[config.mk]
export PLATFORM = sky130hd
export DESIGN_NAME = sp_shadow_unit
export DESIGN_NICKNAME = d
export VERILOG_FILES = /design/src/rtl/sp_shadow_pkg.sv /design/src/rtl/sp_shadow_ctrl.sv /design/src/rtl/sp_shadow_dpath.sv /design/src/rtl/sp_shadow_unit.sv
export SDC_FILE = /design/constraint.sdc
export NUM_CORES = 1
export LEC_CHECK = 0
export BUFFER_PORTS_ARGS = -buffer_cell sky130_fd_sc_hd__buf_2
export CORE_ASPECT_RATIO = 1.75
export CORE_MARGIN = 3
export CORE_UTILIZATION = 60
export CTS_CLUSTER_SIZE = 10
export DETAILED_ROUTE_END_ITERATION = 12
export GPL_TIMING_DRIVEN = 0
export PLACE_DENSITY = 0.82
export SYNTH_ARGS = -nofsm -noshare
export SYNTH_HDL_FRONTEND = slang
export SYNTH_HIERARCHICAL = 1
export SYNTH_SLANG_ARGS = --single-unit
[constraint.sdc]
create_clock -name clk -period 8.8 [get_ports clk]
set_input_delay 1.76 -clock clk [delete_from_list [all_inputs] [get_ports clk]]
set_output_delay 1.76 -clock clk [all_outputs]
set_load 0.005 [all_outputs]
[src/rtl/sp_shadow_pkg.sv]
package sp_shadow_pkg;

  typedef enum logic {
    ST_IDLE = 1'b0,
    ST_CALC = 1'b1
  } ctrlState_e;

  typedef struct packed {
    logic ldSp;
    logic doRecalc;
    logic doPop;
    logic slowPop;
    logic doPush;
  } strobes_t;

  localparam logic [1:0] CYC_NONE = 2'd0;
  localparam logic [1:0] CYC_FAST = 2'd1;
  localparam logic [1:0] CYC_SLOW = 2'd2;

endpackage

[src/rtl/sp_shadow_ctrl.sv]
module sp_shadow_ctrl
  import sp_shadow_pkg::*;
(
  input  logic     clk,
  input  logic     rstN,
  input  logic     popReq,
  input  logic     pushReq,
  input  logic     spWrEn,
  input  logic     shadowValid,
  output strobes_t strb,
  output logic     ready,
  output logic     err
);

  ctrlState_e state, nextState;
  logic       errNext;

  assign ready = (state == ST_IDLE);

  always_comb begin
    strb      = '0;
    errNext   = 1'b0;
    nextState = state;
    if (state == ST_CALC) begin
      strb.doPop   = 1'b1;
      strb.slowPop = 1'b1;
      nextState    = ST_IDLE;
    end else if (spWrEn) begin
      strb.ldSp = 1'b1;
      errNext   = popReq;
    end else if (popReq) begin
      if (shadowValid) begin
        strb.doPop = 1'b1;
      end else begin
        strb.doRecalc = 1'b1;
        nextState     = ST_CALC;
      end
    end else if (pushReq) begin
      strb.doPush = 1'b1;
    end
  end

  always_ff @(posedge clk or negedge rstN) begin
    if (!rstN) begin
      state <= ST_IDLE;
      err   <= 1'b0;
    end else begin
      state <= nextState;
      err   <= errNext;
    end
  end

endmodule

[src/rtl/sp_shadow_dpath.sv]
module sp_shadow_dpath
  import sp_shadow_pkg::*;
#(
  parameter int unsigned ADDR_W   = 32,
  parameter int unsigned STEP     = 8,
  parameter logic [ADDR_W-1:0] RESET_SP = 32'h0000_1000
) (
  input  logic              clk,
  input  logic              rstN,
  input  strobes_t          strb,
  input  logic [ADDR_W-1:0] spWrData,
  output logic [ADDR_W-1:0] sp,
  output logic [ADDR_W-1:0] shadowSp,
  output logic              shadowValid,
  output logic              rdValid,
  output logic [ADDR_W-1:0] rdAddr,
  output logic [1:0]        rdCycle,
  output logic              wrValid,
  output logic [ADDR_W-1:0] wrAddr
);

  localparam logic [ADDR_W-1:0] STEP_V = ADDR_W'(STEP);

  logic [ADDR_W-1:0] spMinus;
  logic [ADDR_W-1:0] spPlus;
  logic [ADDR_W-1:0] shadowMinus;

  assign spMinus     = sp - STEP_V;
  assign spPlus      = sp + STEP_V;
  assign shadowMinus = shadowSp - STEP_V;

  always_ff @(posedge clk or negedge rstN) begin
    if (!rstN) begin
      sp          <= RESET_SP;
      shadowSp    <= '0;
      shadowValid <= 1'b0;
      rdValid     <= 1'b0;
      rdAddr      <= '0;
      rdCycle     <= CYC_NONE;
      wrValid     <= 1'b0;
      wrAddr      <= '0;
    end else begin
      rdValid <= 1'b0;
      wrValid <= 1'b0;
      rdCycle <= CYC_NONE;
      if (strb.ldSp) begin
        sp          <= spWrData;
        shadowValid <= 1'b0;
      end
      if (strb.doRecalc) begin
        shadowSp    <= spMinus;
        shadowValid <= 1'b1;
      end
      if (strb.doPop) begin
        sp       <= shadowSp;
        shadowSp <= shadowMinus;
        rdValid  <= 1'b1;
        rdAddr   <= shadowSp;
        rdCycle  <= strb.slowPop ? CYC_SLOW : CYC_FAST;
      end
      if (strb.doPush) begin
        wrValid     <= 1'b1;
        wrAddr      <= sp;
        sp          <= spPlus;
        shadowSp    <= sp;
        shadowValid <= 1'b1;
      end
    end
  end

endmodule

[src/rtl/sp_shadow_unit.sv]
module sp_shadow_unit
  import sp_shadow_pkg::*;
#(
  parameter int unsigned ADDR_W   = 32,
  parameter int unsigned STEP     = 8,
  parameter logic [ADDR_W-1:0] RESET_SP = 32'h0000_1000
) (
  input  logic              clk,
  input  logic              rstN,
  input  logic              popReq,
  input  logic              pushReq,
  input  logic              spWrEn,
  input  logic [ADDR_W-1:0] spWrData,
  output logic              ready,
  output logic              rdValid,
  output logic [ADDR_W-1:0] rdAddr,
  output logic [1:0]        rdCycle,
  output logic              wrValid,
  output logic [ADDR_W-1:0] wrAddr,
  output logic [ADDR_W-1:0] sp,
  output logic              shadowValid,
  output logic              err
);

  strobes_t          strb;
  logic [ADDR_W-1:0] shadowSp;

  sp_shadow_ctrl u_ctrl (
    .clk         (clk),
    .rstN        (rstN),
    .popReq      (popReq),
    .pushReq     (pushReq),
    .spWrEn      (spWrEn),
    .shadowValid (shadowValid),
    .strb        (strb),
    .ready       (ready),
    .err         (err)
  );

  sp_shadow_dpath #(
    .ADDR_W   (ADDR_W),
    .STEP     (STEP),
    .RESET_SP (RESET_SP)
  ) u_dpath (
    .clk         (clk),
    .rstN        (rstN),
    .strb        (strb),
    .spWrData    (spWrData),
    .sp          (sp),
    .shadowSp    (shadowSp),
    .shadowValid (shadowValid),
    .rdValid     (rdValid),
    .rdAddr      (rdAddr),
    .rdCycle     (rdCycle),
    .wrValid     (wrValid),
    .wrAddr      (wrAddr)
  );

endmodule

# Yosys cells after proc, flatten, opt, wreduce, memory -nomap -nowiden
# Cells that the tools add are included.
totals:
  in_bits: 37
  regBits: 135
  output_inout_bits: 103
  elab_cells: 47
op_classes:
  bitwise_logic: 1
  add_sub_neg: 3
  n_reduce_logical: 3
  n_mux: 30
op_table:
  columns: ["op", "count"]
  rows:
  - ["32-bit two-way mux", 6]
  - ["32-bit by 4-bit subtractor with 32-bit output (second input constant)", 2]
  - ["32-bit by 4-bit adder with 32-bit output (second input constant)", 1]
  - ["1-bit two-way mux", 19]
  - ["2-bit two-way mux", 5]
  - ["3-bit nonzero test", 3]
  - ["1-bit inverter", 1]

# Logic depth before layout (Yosys ltp)
# Gate-level depths: netlist of run 1.
depth:
  ltp_word: 7
  depth_mapped: 18

# By module
# Netlist of run 1, hierarchy kept.
by_module_without_submodules:
  columns: ["module", "area_per_inst_um2", "cells_per_inst", "instances", "seq_area_each_um2"]
  rows:
  - ["sp_shadow_dpath", 7648.6, 842, 1, 3329.4]
  - ["sp_shadow_ctrl", 110.1, 11, 1, 50.0]

# Worst setup path before layout of run 1
# Ideal clock, no wire load.
synth_path:
  kind: "in2reg"
  startpoint: "input port popReq"
  endpoint: "register u_dpath.shadowSp[25]"
  slack_ps: 2580
  setup_time_ps: 73
  t_arrival_ps: 6147
  path_buffers: 8
  path_stages: 18
  path_cell_list: "nand2_1 -> o21ai_0 -> buf_2 -> buf_2 -> buf_2 -> clkbuf_1 -> clkbuf_1 -> buf_1 -> buf_1 -> mux2i_1 -> ha_1 -> nor4bb_1 -> nor2_1 -> or4_4 -> buf_6 -> or3_4 -> o31a_1 -> a2bb2oi_2"
synth_rtl:
  columns: ["element", "line", "rtl"]
  rows:
  - ["start: declaration", "sp_shadow_unit.sv:10", "input logic popReq,"]
  - ["end signal: assignment", "sp_shadow_dpath.sv:51", "shadowSp <= spMinus;"]
  - ["end signal: assignment", "sp_shadow_dpath.sv:56", "shadowSp <= shadowMinus;"]
  - ["end signal: assignment", "sp_shadow_dpath.sv:65", "shadowSp <= sp;"]
  - ["end: declaration", "sp_shadow_dpath.sv:13", "output logic [ADDR_W-1:0] shadowSp,"]

==> summary.txt, run 1 <==
Power
  • Worst VDD drop: 0.1845 mV
  • P per Cell Area: 309.9 mW/mm²
  • P_leak: 3.840 nW

Route
  • Final wirelength: 29,600 µm
  • WL/cell: 24.81 µm
  • Vias per inst: 6.804
  • Drt initial violations: 990
  • First-pass DRT Iterations: 7
  • Antenna-violating nets left: 0
  • Total number of vias: 8,117
  • Residual DRC: 0

Logic synthesis
  • Synth Register Bits: 135
  • Post-synth cell types: 66
  • Post-synth EDFFs: 0
  • Top cell type's share of synthesized area: 0.4322
  • Compound-Gate Fraction of Synth Area: 0.2034
  • Post-synth top cells: dfrtp_1, nor2_1, nand2_1, a21oi_1
  • Syn Nets: 892
  • Most numerous cell in the Yosys netlist: dfrtp_1
  • Cell area after synthesis: 0.007759 mm²
  • Largest family of logic cells by synthesized area: compound AO/OA/AOI/OAI gates
  • Synth Area in Simple Gates: 0.1738
  • Synth area leaders: dfrtp_1, mux2_2, nor2_1, a21oi_1, o21ai_0
  • Synth Instances: 853
  • Multiplexer area fraction after synthesis: 0.09869
  • Asr flop ratio synth: 1.000
  • Sequential area share after synthesis: 0.4356
  • Syn_area_per_cell: 9.096 µm²
  • Cell taking the most area after synthesis: dfrtp_1
  • Xor/xnor share of the synthesized area: 0.02935
  • Syn. warnings: 6
  • Synthesized-area fraction occupied by adder cells: 0.003225
  • Synth Flop Type: dfrtp_1

Hold path
  • Worst Hold End: u_dpath/rdAddr[27]
  • Hold wc startpoint: u_dpath/rdAddr[27]
  • Hold depth: 1
  • Class of the worst hold path: register to register

Setup path
  • CP Max Fanout: 10
  • Critical Path Most Common Cell: buf_2
  • CP top delay family: buffers and inverters
  • CP max stage cell: buf_1
  • Crit path buffers/inverters: 9
  • FF-to-FF Start: u_dpath/shadowValid
  • Crit path from: popReq
  • R2R cell count: 18
  • Worst EP arrival: 8.50 ns
  • Crit path capture type: register
  • CP max stage delay: 0.68 ns
  • Worst Path Required: 9.06 ns
  • Critical path type: input port to register
  • Critical path startpoint category: input port
  • Critical-path cell list: buf_2 -> nand2_1 -> o21ai_0 -> buf_2 -> buf_2 -> buf_2 -> clkbuf_1 -> clkbuf_1 -> buf_1 -> buf_1 -> mux2i_1 -> ha_1 -> nor4bb_1 -> nor2_1 -> or4_4 -> buf_6 -> or4_1 -> o211ai_1 -> a31oi_1
  • R2r endpoint: u_dpath/shadowSp[27]
  • R2r setup slk: 1.57 ns

STA
  • Worst slew pin tran: 1.537 ns
  • Final setup viols: 0
  • Final period utilization: 0.9356
  • Setup TNS: 0 ns
  • Setup ws final: 0.5670 ns
  • Max Slew Vio Count: 11
  • Final min period: 8.233 ns
  • Final hold violation count: 0
  • Top achievable clock speed: 121.5 MHz
  • Clk_skew: 0.01360 ns
  • Slew HR: -0.03245
  • RSZ-0062 raised after global routing: false

GRT
  • Number of global-route vias before repair: 8,046
  • Overflow after GRT: 0
  • First-pass GRT wire length: 44,620 µm
  • Global-route usage over all layers: 0.4127
  • Largest net degree at the start of global routing: 81
  • Initial antenna violation count: 0

Floorplan
  • Chip Height: 156.4 µm
  • Die W: 91.96 µm
  • Io pins: 140
  • Die area: 0.01439 mm²
  • Rows: 54
  • Core area: 0.01257 mm²
  • Initial Util: 0.6174

Outcome
  • Failing checks: max-capacitance violations, max-slew violations
  • Outcome: finished, violations left

Placement
  • Detail Placement HPWL: 20,520 µm
  • Final GP Congestion: 1.034
  • Input/output buffers: 139
  • Pre-CTS WS: 0.5087 ns

CTS
  • H-tree levels: 4
  • CTS buffer count: 17
  • TritonCTS Sinks: 135
  • Skew-Pair Late Insertion Delay: 0.43 ns
  • CTS max path bufs: 2
  • Root buffer cell: clkbuf_16
  • Clock-pin slew on the worst setup and hold paths: 0.06 ns
  • Buffer count from post-CTS setup fixing: 0
  • # hold bufs at CTS: 0
  • Number of gates resized after CTS: 0
  • CTS tree: yes

Layout
  • Multi-input logic area: 0.003945 mm²
  • Share of cells above drive strength 1: 0.2468
  • Antenna cells: 0
  • Layout Area Growth over Synthesis: 19.21%
  • Layout fillers: 1,003
  • NumNets Final: 1,051
  • Register area: 0.003379 mm²

Flow run
  • Max-Cap Viols: 1
-- cell usage in the layout, fill, tap and decap left out, types with 5 or more instances in the layout --
cell type,count
o32a_1,5
or3b_2,5
a21oi_1,64
nand2_1,66
nand2b_1,6
o22ai_1,11
clkbuf_16,17
a311oi_1,9
nor2_1,88
xnor2_1,16
clkbuf_1,57
nor3_1,22
o221ai_1,6
a21o_1,7
mux2_2,52
a2bb2oi_1,7
clkinvlp_4,6
inv_1,30
o21ai_0,56
nand4_1,8
a211oi_1,11
and3_1,6
mux2i_1,18
buf_1,12
nor4_1,6
buf_2,146
or3_1,10
xor2_1,10
o211ai_1,7
dfrtp_1,134
o22a_1,7
and2_1,6
a31oi_1,13
nand3_1,17
-- stage by stage --
stage | cell area [µm²] | hold WS [ns] | power [mW] | util | instances
after floorplan | 7759 | 0.4769 | 1.695 | - | 853
after global placement | 8665 | 0.4614 | 2.131 | 0.6895 | 1160
after detailed placement | 8698 | 0.4669 | 2.165 | 0.6922 | 1161
after CTS | 9249 | 0.4814 | 2.839 | 0.7360 | 1193
after global routing | 9249 | 0.5059 | 3.015 | 0.7360 | 1193
final | 9249 | 0.4811 | 2.866 | 0.7360 | 1193
-- per-layer routing --
layer | global-route usage | vias up | wire [µm]
met5 | 0 | - | 0
met1 | 0.4662 | 3801 | 9790
met4 | 0.3175 | 0 | 2779
li1 | - | 3419 | -
met3 | 0.09235 | 217 | 3174
met2 | 0.6743 | 680 | 13850
-- power by group --
part,total [mW],switching [mW],internal [mW]
Sequential,1.11,0.236,0.875
Clock,0.672,0.294,0.378
Combinational,1.08,0.597,0.486
-- worst register-to-register path, stage by stage, from the launching register on --
cell and delay (ns):
dfrtp_1 0.42, nand2_1 0.08, o21ai_0 0.52, buf_2 0.33
buf_2 0.27, buf_2 0.29, clkbuf_1 0.59, clkbuf_1 0.61
buf_1 0.57, buf_1 0.68, mux2i_1 0.27, ha_1 0.29
nor4bb_1 0.41, nor2_1 0.24, or4_4 0.56, buf_6 0.17
or4_1 0.52, o211ai_1 0.12, a31oi_1 0.13
-- cell families after synthesis --
group,after synthesis
muxes,70
DFF,135
xor gates and xnor gates,26
and+or+nand+nor,270
AOI/OAI and AO/OA,241
adders and majority gates,2
buffers and inverters,109
-- area by class of cell --
| class | count | share of cell area |
|---|---|---|
| plain buffers | 79 | 0.03477 |
| clock buffers | 20 | 0.04938 |
| clock inverters | 12 | 0.01015 |
| inverters | 30 | 0.01218 |
| multi-input cells | 609 | 0.4265 |
| flip-flops and latches | 135 | 0.3654 |
| well taps | 168 | 0.02273 |
| repair buffers | 140 | 0.07887 |
-- state kept, by name, indices dropped and copies added (netlist names) --
signal,count
u_ctrl/state,1
u_dpath/wrValid,1
u_dpath/wrAddr,32
u_dpath/shadowSp,32
u_dpath/rdAddr,32
u_dpath/shadowValid,1
u_dpath/rdValid,1
u_ctrl/err,1
u_dpath/sp,32
u_dpath/rdCycle,2
-- worst max-delay path by stage --
stage	endpoint	slack, ns	cells after the start
after floorplan	u_dpath/shadowSp[25]	2.58	18
after global placement	u_dpath/shadowSp[31]	0.45	19
after detailed placement	u_dpath/shadowSp[31]	0.51	19
after CTS	u_dpath/shadowSp[27]	0.90	19
after global routing	u_dpath/shadowSp[27]	0.61	19
final	u_dpath/shadowSp[27]	0.57	19
Power figures use the tool's default switching activity.
==> run 2, diff against run 1 <==
Settings changed: PLACE_DENSITY 0.82 to 0.86.
==> summary.txt, run 2 (same netlist as run 1, synthesis figures left out) <==
Floorplan
  • Rows: 54
  • Die W: 91.96 µm
  • Io pins: 140
  • Die area: 0.01439 mm²
  • Core area: 0.01257 mm²
  • Initial Util: 0.6174
  • Chip Height: 156.4 µm

STA
  • Max Slew Vio Count: 0
  • Setup TNS: 0 ns
  • Final setup viols: 0
  • Clk_skew: 0.009185 ns
  • Top achievable clock speed: 120.2 MHz
  • RSZ-0062 raised after global routing: false
  • Final period utilization: 0.9455
  • Final hold violation count: 0
  • Slew HR: 0.3120
  • Worst slew pin tran: 1.018 ns
  • Final min period: 8.320 ns
  • Setup ws final: 0.4796 ns

Placement
  • Input/output buffers: 139
  • Final GP Congestion: 1.035
  • Pre-CTS WS: 0.4495 ns
  • Detail Placement HPWL: 21,140 µm

GRT
  • Largest net degree at the start of global routing: 78
  • First-pass GRT wire length: 46,710 µm
  • Number of global-route vias before repair: 8,192
  • Initial antenna violation count: 0
  • Global-route usage over all layers: 0.4307
  • Overflow after GRT: 0

Route
  • Drt initial violations: 1,143
  • Antenna-violating nets left: 0
  • First-pass DRT Iterations: 9
  • Total number of vias: 8,204
  • Final wirelength: 30,990 µm
  • WL/cell: 25.96 µm
  • Residual DRC: 0
  • Vias per inst: 6.871

CTS
  • H-tree levels: 4
  • Buffer count from post-CTS setup fixing: 0
  • # hold bufs at CTS: 0
  • CTS max path bufs: 2
  • Clock-pin slew on the worst setup and hold paths: 0.07 ns
  • Root buffer cell: clkbuf_16
  • CTS tree: yes
  • TritonCTS Sinks: 135
  • Skew-Pair Late Insertion Delay: 0.42 ns
  • Number of gates resized after CTS: 0
  • CTS buffer count: 17

Setup path
  • Worst Path Required: 9.09 ns
  • Crit path capture type: register
  • CP Max Fanout: 10
  • Worst EP arrival: 8.61 ns
  • Critical-path cell list: buf_2 -> nand2_1 -> o21ai_0 -> buf_2 -> buf_2 -> buf_2 -> clkbuf_1 -> clkbuf_1 -> buf_1 -> buf_1 -> mux2i_1 -> ha_1 -> nor4bb_1 -> nor2_1 -> or4_4 -> buf_6 -> nor4b_2 -> mux2i_1 -> o211ai_1
  • Critical Path Most Common Cell: buf_2
  • CP max stage cell: buf_1
  • Critical path type: input port to register
  • R2R cell count: 18
  • Critical path startpoint category: input port
  • CP max stage delay: 0.69 ns

Power
  • Worst VDD drop: 0.2051 mV
  • P_leak: 3.876 nW
  • P per Cell Area: 314.9 mW/mm²

Flow run
  • Max-Cap Viols: 0

Layout
  • Layout fillers: 979
  • NumNets Final: 1,052
  • Most frequent cells in the layout: buf_2, dfrtp_1, nor2_1, nand2_1, a21oi_1
  • Share of cells above drive strength 1: 0.2485
  • Most common cell after layout, fill and taps aside: buf_2
  • Layout Area Growth over Synthesis: 19.71%
  • Antenna cells: 0

Outcome
  • Outcome: finished, final reports clean

Hold path
  • Hold depth: 1
  • Class of the worst hold path: register to register
## run 2: changes by cell type in the layout (fill, tap and decap cells not counted)
| cell | delta |
|---|---|
| clkbuf_8 | -2 |
| clkbuf_1 | -1 |
| bufinv_16 | +1 |
| inv_6 | +2 |
| buf_4 | +1 |
| inv_8 | +4 |
| clkinvlp_4 | -4 |
## run 2: stage by stage
step / total power [mW] / util / hold WS [ns] / cells / cell area [µm²]
6_report: 2.925 / 0.7390 / 0.4805 / 1194 / 9288
5_1_grt: 3.061 / 0.7390 / 0.5113 / 1194 / 9288
4_1_cts: 2.893 / 0.7385 / 0.4840 / 1193 / 9280
3_5_place_dp: 2.174 / 0.6922 / 0.4679 / 1161 / 8698
3_3_place_gp: 2.137 / 0.6895 / 0.4627 / 1160 / 8665
2_1_floorplan: 1.695 / - / 0.4769 / 853 / 7759
## run 2: routing by layer
layer  up-vias  share of wire  GRT usage
li1       3422              -          -
met1      3856           0.32     0.4805
met2       682           0.48     0.7263
met3       244           0.11    0.08562
met4         0          0.089     0.3147
met5         -              0          0
## run 2: cell type report
type	count	area [µm²]	share of cell area
clock inverter	15	156.4	0.01684
tap	168	210.2	0.02263
buffer	79	321.6	0.03462
multi-input combinational	609	3945	0.4248
sequential	135	3379	0.3639
timing repair buffer	141	737.0	0.07935
clock buffer	17	425.4	0.04580
inverter	30	112.6	0.01212
## run 2: path summary, 6_finish.rpt
kind / startpoint / endpoint / slack, ns
hold reg to reg: u_dpath/wrAddr[31] / u_dpath/wrAddr[31] / 0.48
setup reg to reg: u_dpath/shadowValid / u_dpath/shadowSp[31] / 1.45
min in group asynchronous: rstN / u_dpath/wrAddr[23] / 1.31
setup / recovery: popReq / u_dpath/shadowSp[31] / 0.48
hold / removal: u_dpath/wrAddr[31] / u_dpath/wrAddr[31] / 0.48
max in group asynchronous: rstN / u_dpath/sp[13] / 6.71
## run 2: where the power goes
group,internal (mW),switching (mW)
clock,0.402,0.310
combinational,0.487,0.611
sequential,0.875,0.240
## run 2: critical path: cells and delay by family
family	cells	cell delay (ns)
muxes	2	0.53
buffers and inverters	9	3.70
and+or+nand+nor	5	1.78
adders and majority gates	1	0.34
AOI/OAI and AO/OA	2	0.47
==> run 3, diff against run 2 <==
Settings changed: PLACE_DENSITY 0.86 to 0.9.
==> summary.txt, run 3 (same netlist as run 1, synthesis figures left out) <==
Placement
  • Placed cell count: 1,161
  • Dpl cell area: 0.008698 mm²
  • Input/output buffers: 139
  • Final GP Congestion: 1.060
  • Detail Placement HPWL: 20,320 µm

CTS
  • Number of gates resized after CTS: 0
  • Buffer count from post-CTS setup fixing: 0
  • # hold bufs at CTS: 0
  • CTS buffer count: 17
  • TritonCTS Sinks: 135
  • H-tree levels: 4
  • CTS max path bufs: 2
  • Root buffer cell: clkbuf_16
  • Clock-pin slew on the worst setup and hold paths: 0.06 ns
  • Skew-Pair Late Insertion Delay: 0.42 ns
  • CTS tree: yes

STA
  • Setup TNS: 0 ns
  • Final setup viols: 0
  • Clk_skew: 0.01224 ns
  • Max Slew Vio Count: 0
  • Final min period: 8.409 ns
  • Worst slew pin tran: 1.090 ns
  • Top achievable clock speed: 118.9 MHz
  • Slew HR: 0.2548
  • Final hold violation count: 0
  • RSZ-0062 raised after global routing: false
  • Final period utilization: 0.9556

Power
  • P per Cell Area: 311.5 mW/mm²
  • Flop pwr share: 0.384
  • Clock network power share: 0.242
  • P_leak: 3.878 nW
  • Internal Power: 1.761 mW
  • Sw Share: 0.3908
  • Sw Pwr: 1.130 mW
  • Combinational group share of total power: 0.373
  • Worst VDD drop: 0.1546 mV

Setup path
  • CP Max Fanout: 10
  • Worst EP arrival: 8.70 ns
  • Worst Path Required: 9.09 ns
  • Critical path type: input port to register
  • Crit path capture type: register
  • Critical path startpoint category: input port

Flow run
  • Max-Cap Viols: 0

Route
  • Vias per inst: 6.882
  • Residual DRC: 0
  • WL/cell: 24.65 µm
  • Total number of vias: 8,217
  • First-pass DRT Iterations: 6
  • Drt initial violations: 1,150
  • Antenna-violating nets left: 0
  • Final wirelength: 29,440 µm

Layout
  • Design area: 0.009283 mm²
  • Register area: 0.003379 mm²
  • NumNets Final: 1,052
  • Most frequent cells in the layout: buf_2, dfrtp_1, nor2_1, nand2_1, a21oi_1
  • Most common cell after layout, fill and taps aside: buf_2
  • Layout fillers: 987
  • Antenna cells: 0
  • Share of cells above drive strength 1: 0.2485
  • Final cell count without fillers: 1,194
  • Layout Area Growth over Synthesis: 19.64%
  • Multi-input logic area: 0.003945 mm²

GRT
  • Largest net degree at the start of global routing: 73
  • Initial antenna violation count: 0
  • Number of global-route vias before repair: 8,164
  • First-pass GRT wire length: 44,780 µm
  • Global-route usage over all layers: 0.4106
  • Overflow after GRT: 0

Floorplan
  • Io pins: 140
  • Die W: 91.96 µm
  • Chip Height: 156.4 µm
  • Core area: 0.01257 mm²
  • Rows: 54
  • Initial Util: 0.6174
  • Die area: 0.01439 mm²

Outcome
  • Outcome: finished, final reports clean

Hold path
  • Class of the worst hold path: register to register
[run 3: cell types whose count changed in the layout (fill, tap and decap cells not counted), sizes merged]
cell	before	now
clkinvlp	2	1
clkinv	2	3
[run 3: stage by stage]
step / total power [mW] / hold slack [ns] / util / setup WS (ns)
floorplan: 1.695 / 0.4769 / - / 2.580
global placement: 2.118 / 0.4619 / 0.6895 / 0.4060
detailed placement: 2.156 / 0.4692 / 0.6922 / 0.3620
CTS: 2.861 / 0.4816 / 0.7381 / 0.8322
global route: 3.042 / 0.5150 / 0.7387 / 0.3211
finish: 2.891 / 0.4834 / 0.7387 / 0.3909
[run 3: final timing paths]
kind,startpoint,endpoint,slack (ns),cells after the start
setup / recovery,popReq,u_dpath/shadowSp[17],0.39,18
hold / removal,u_dpath/rdAddr[27],u_dpath/rdAddr[27],0.48,1
setup reg to reg,u_dpath/shadowValid,u_dpath/shadowSp[17],1.41,17
hold reg to reg,u_dpath/rdAddr[27],u_dpath/rdAddr[27],0.48,1
max in group asynchronous,rstN,u_dpath/sp[5],6.73,2
min in group asynchronous,rstN,u_dpath/rdAddr[26],1.32,1
[run 3: layout make-up]
class / count / area share
multi-input combinational: 609 / 0.4250
clock inverter: 15 / 0.01631
buffer: 79 / 0.03464
sequential: 135 / 0.3641
tap: 168 / 0.02264
timing repair buffer: 141 / 0.07939
clock buffer: 17 / 0.04583
inverter: 30 / 0.01213
[run 3: power groups by stage]
| stage | Clock (mW) | Sequential, mW | Combinational (mW) |
|---|---|---|---|
| after CTS | 0.706 | 1.10 | 1.05 |
| final | 0.700 | 1.11 | 1.08 |
| after global routing | 0.739 | 1.14 | 1.16 |
| after global placement | 0 | 1.10 | 1.01 |
| after floorplan | 0 | 1.07 | 0.623 |
| after detailed placement | 0 | 1.11 | 1.04 |
[run 3: worst max-delay path, stage by stage]
cell       delay [ns]
buf_2            0.13
nand2_1          0.07
o21ai_0          0.56
buf_2            0.36
buf_2            0.31
buf_2            0.32
clkbuf_1         0.57
clkbuf_1         0.62
buf_1            0.54
buf_1            0.67
mux2i_1          0.28
ha_1             0.33
nor4bb_1         0.39
nor2_1           0.21
a2111oi_0        0.95
a311oi_1         0.21
a211oi_1         0.31
a21oi_1          0.08
[run 3: per-layer routing]
metal | GRT usage | share of wire
met4 | 0.2792 | 0.078
met1 | 0.4574 | 0.33
met3 | 0.08899 | 0.11
met5 | 0 | 0
met2 | 0.6980 | 0.48
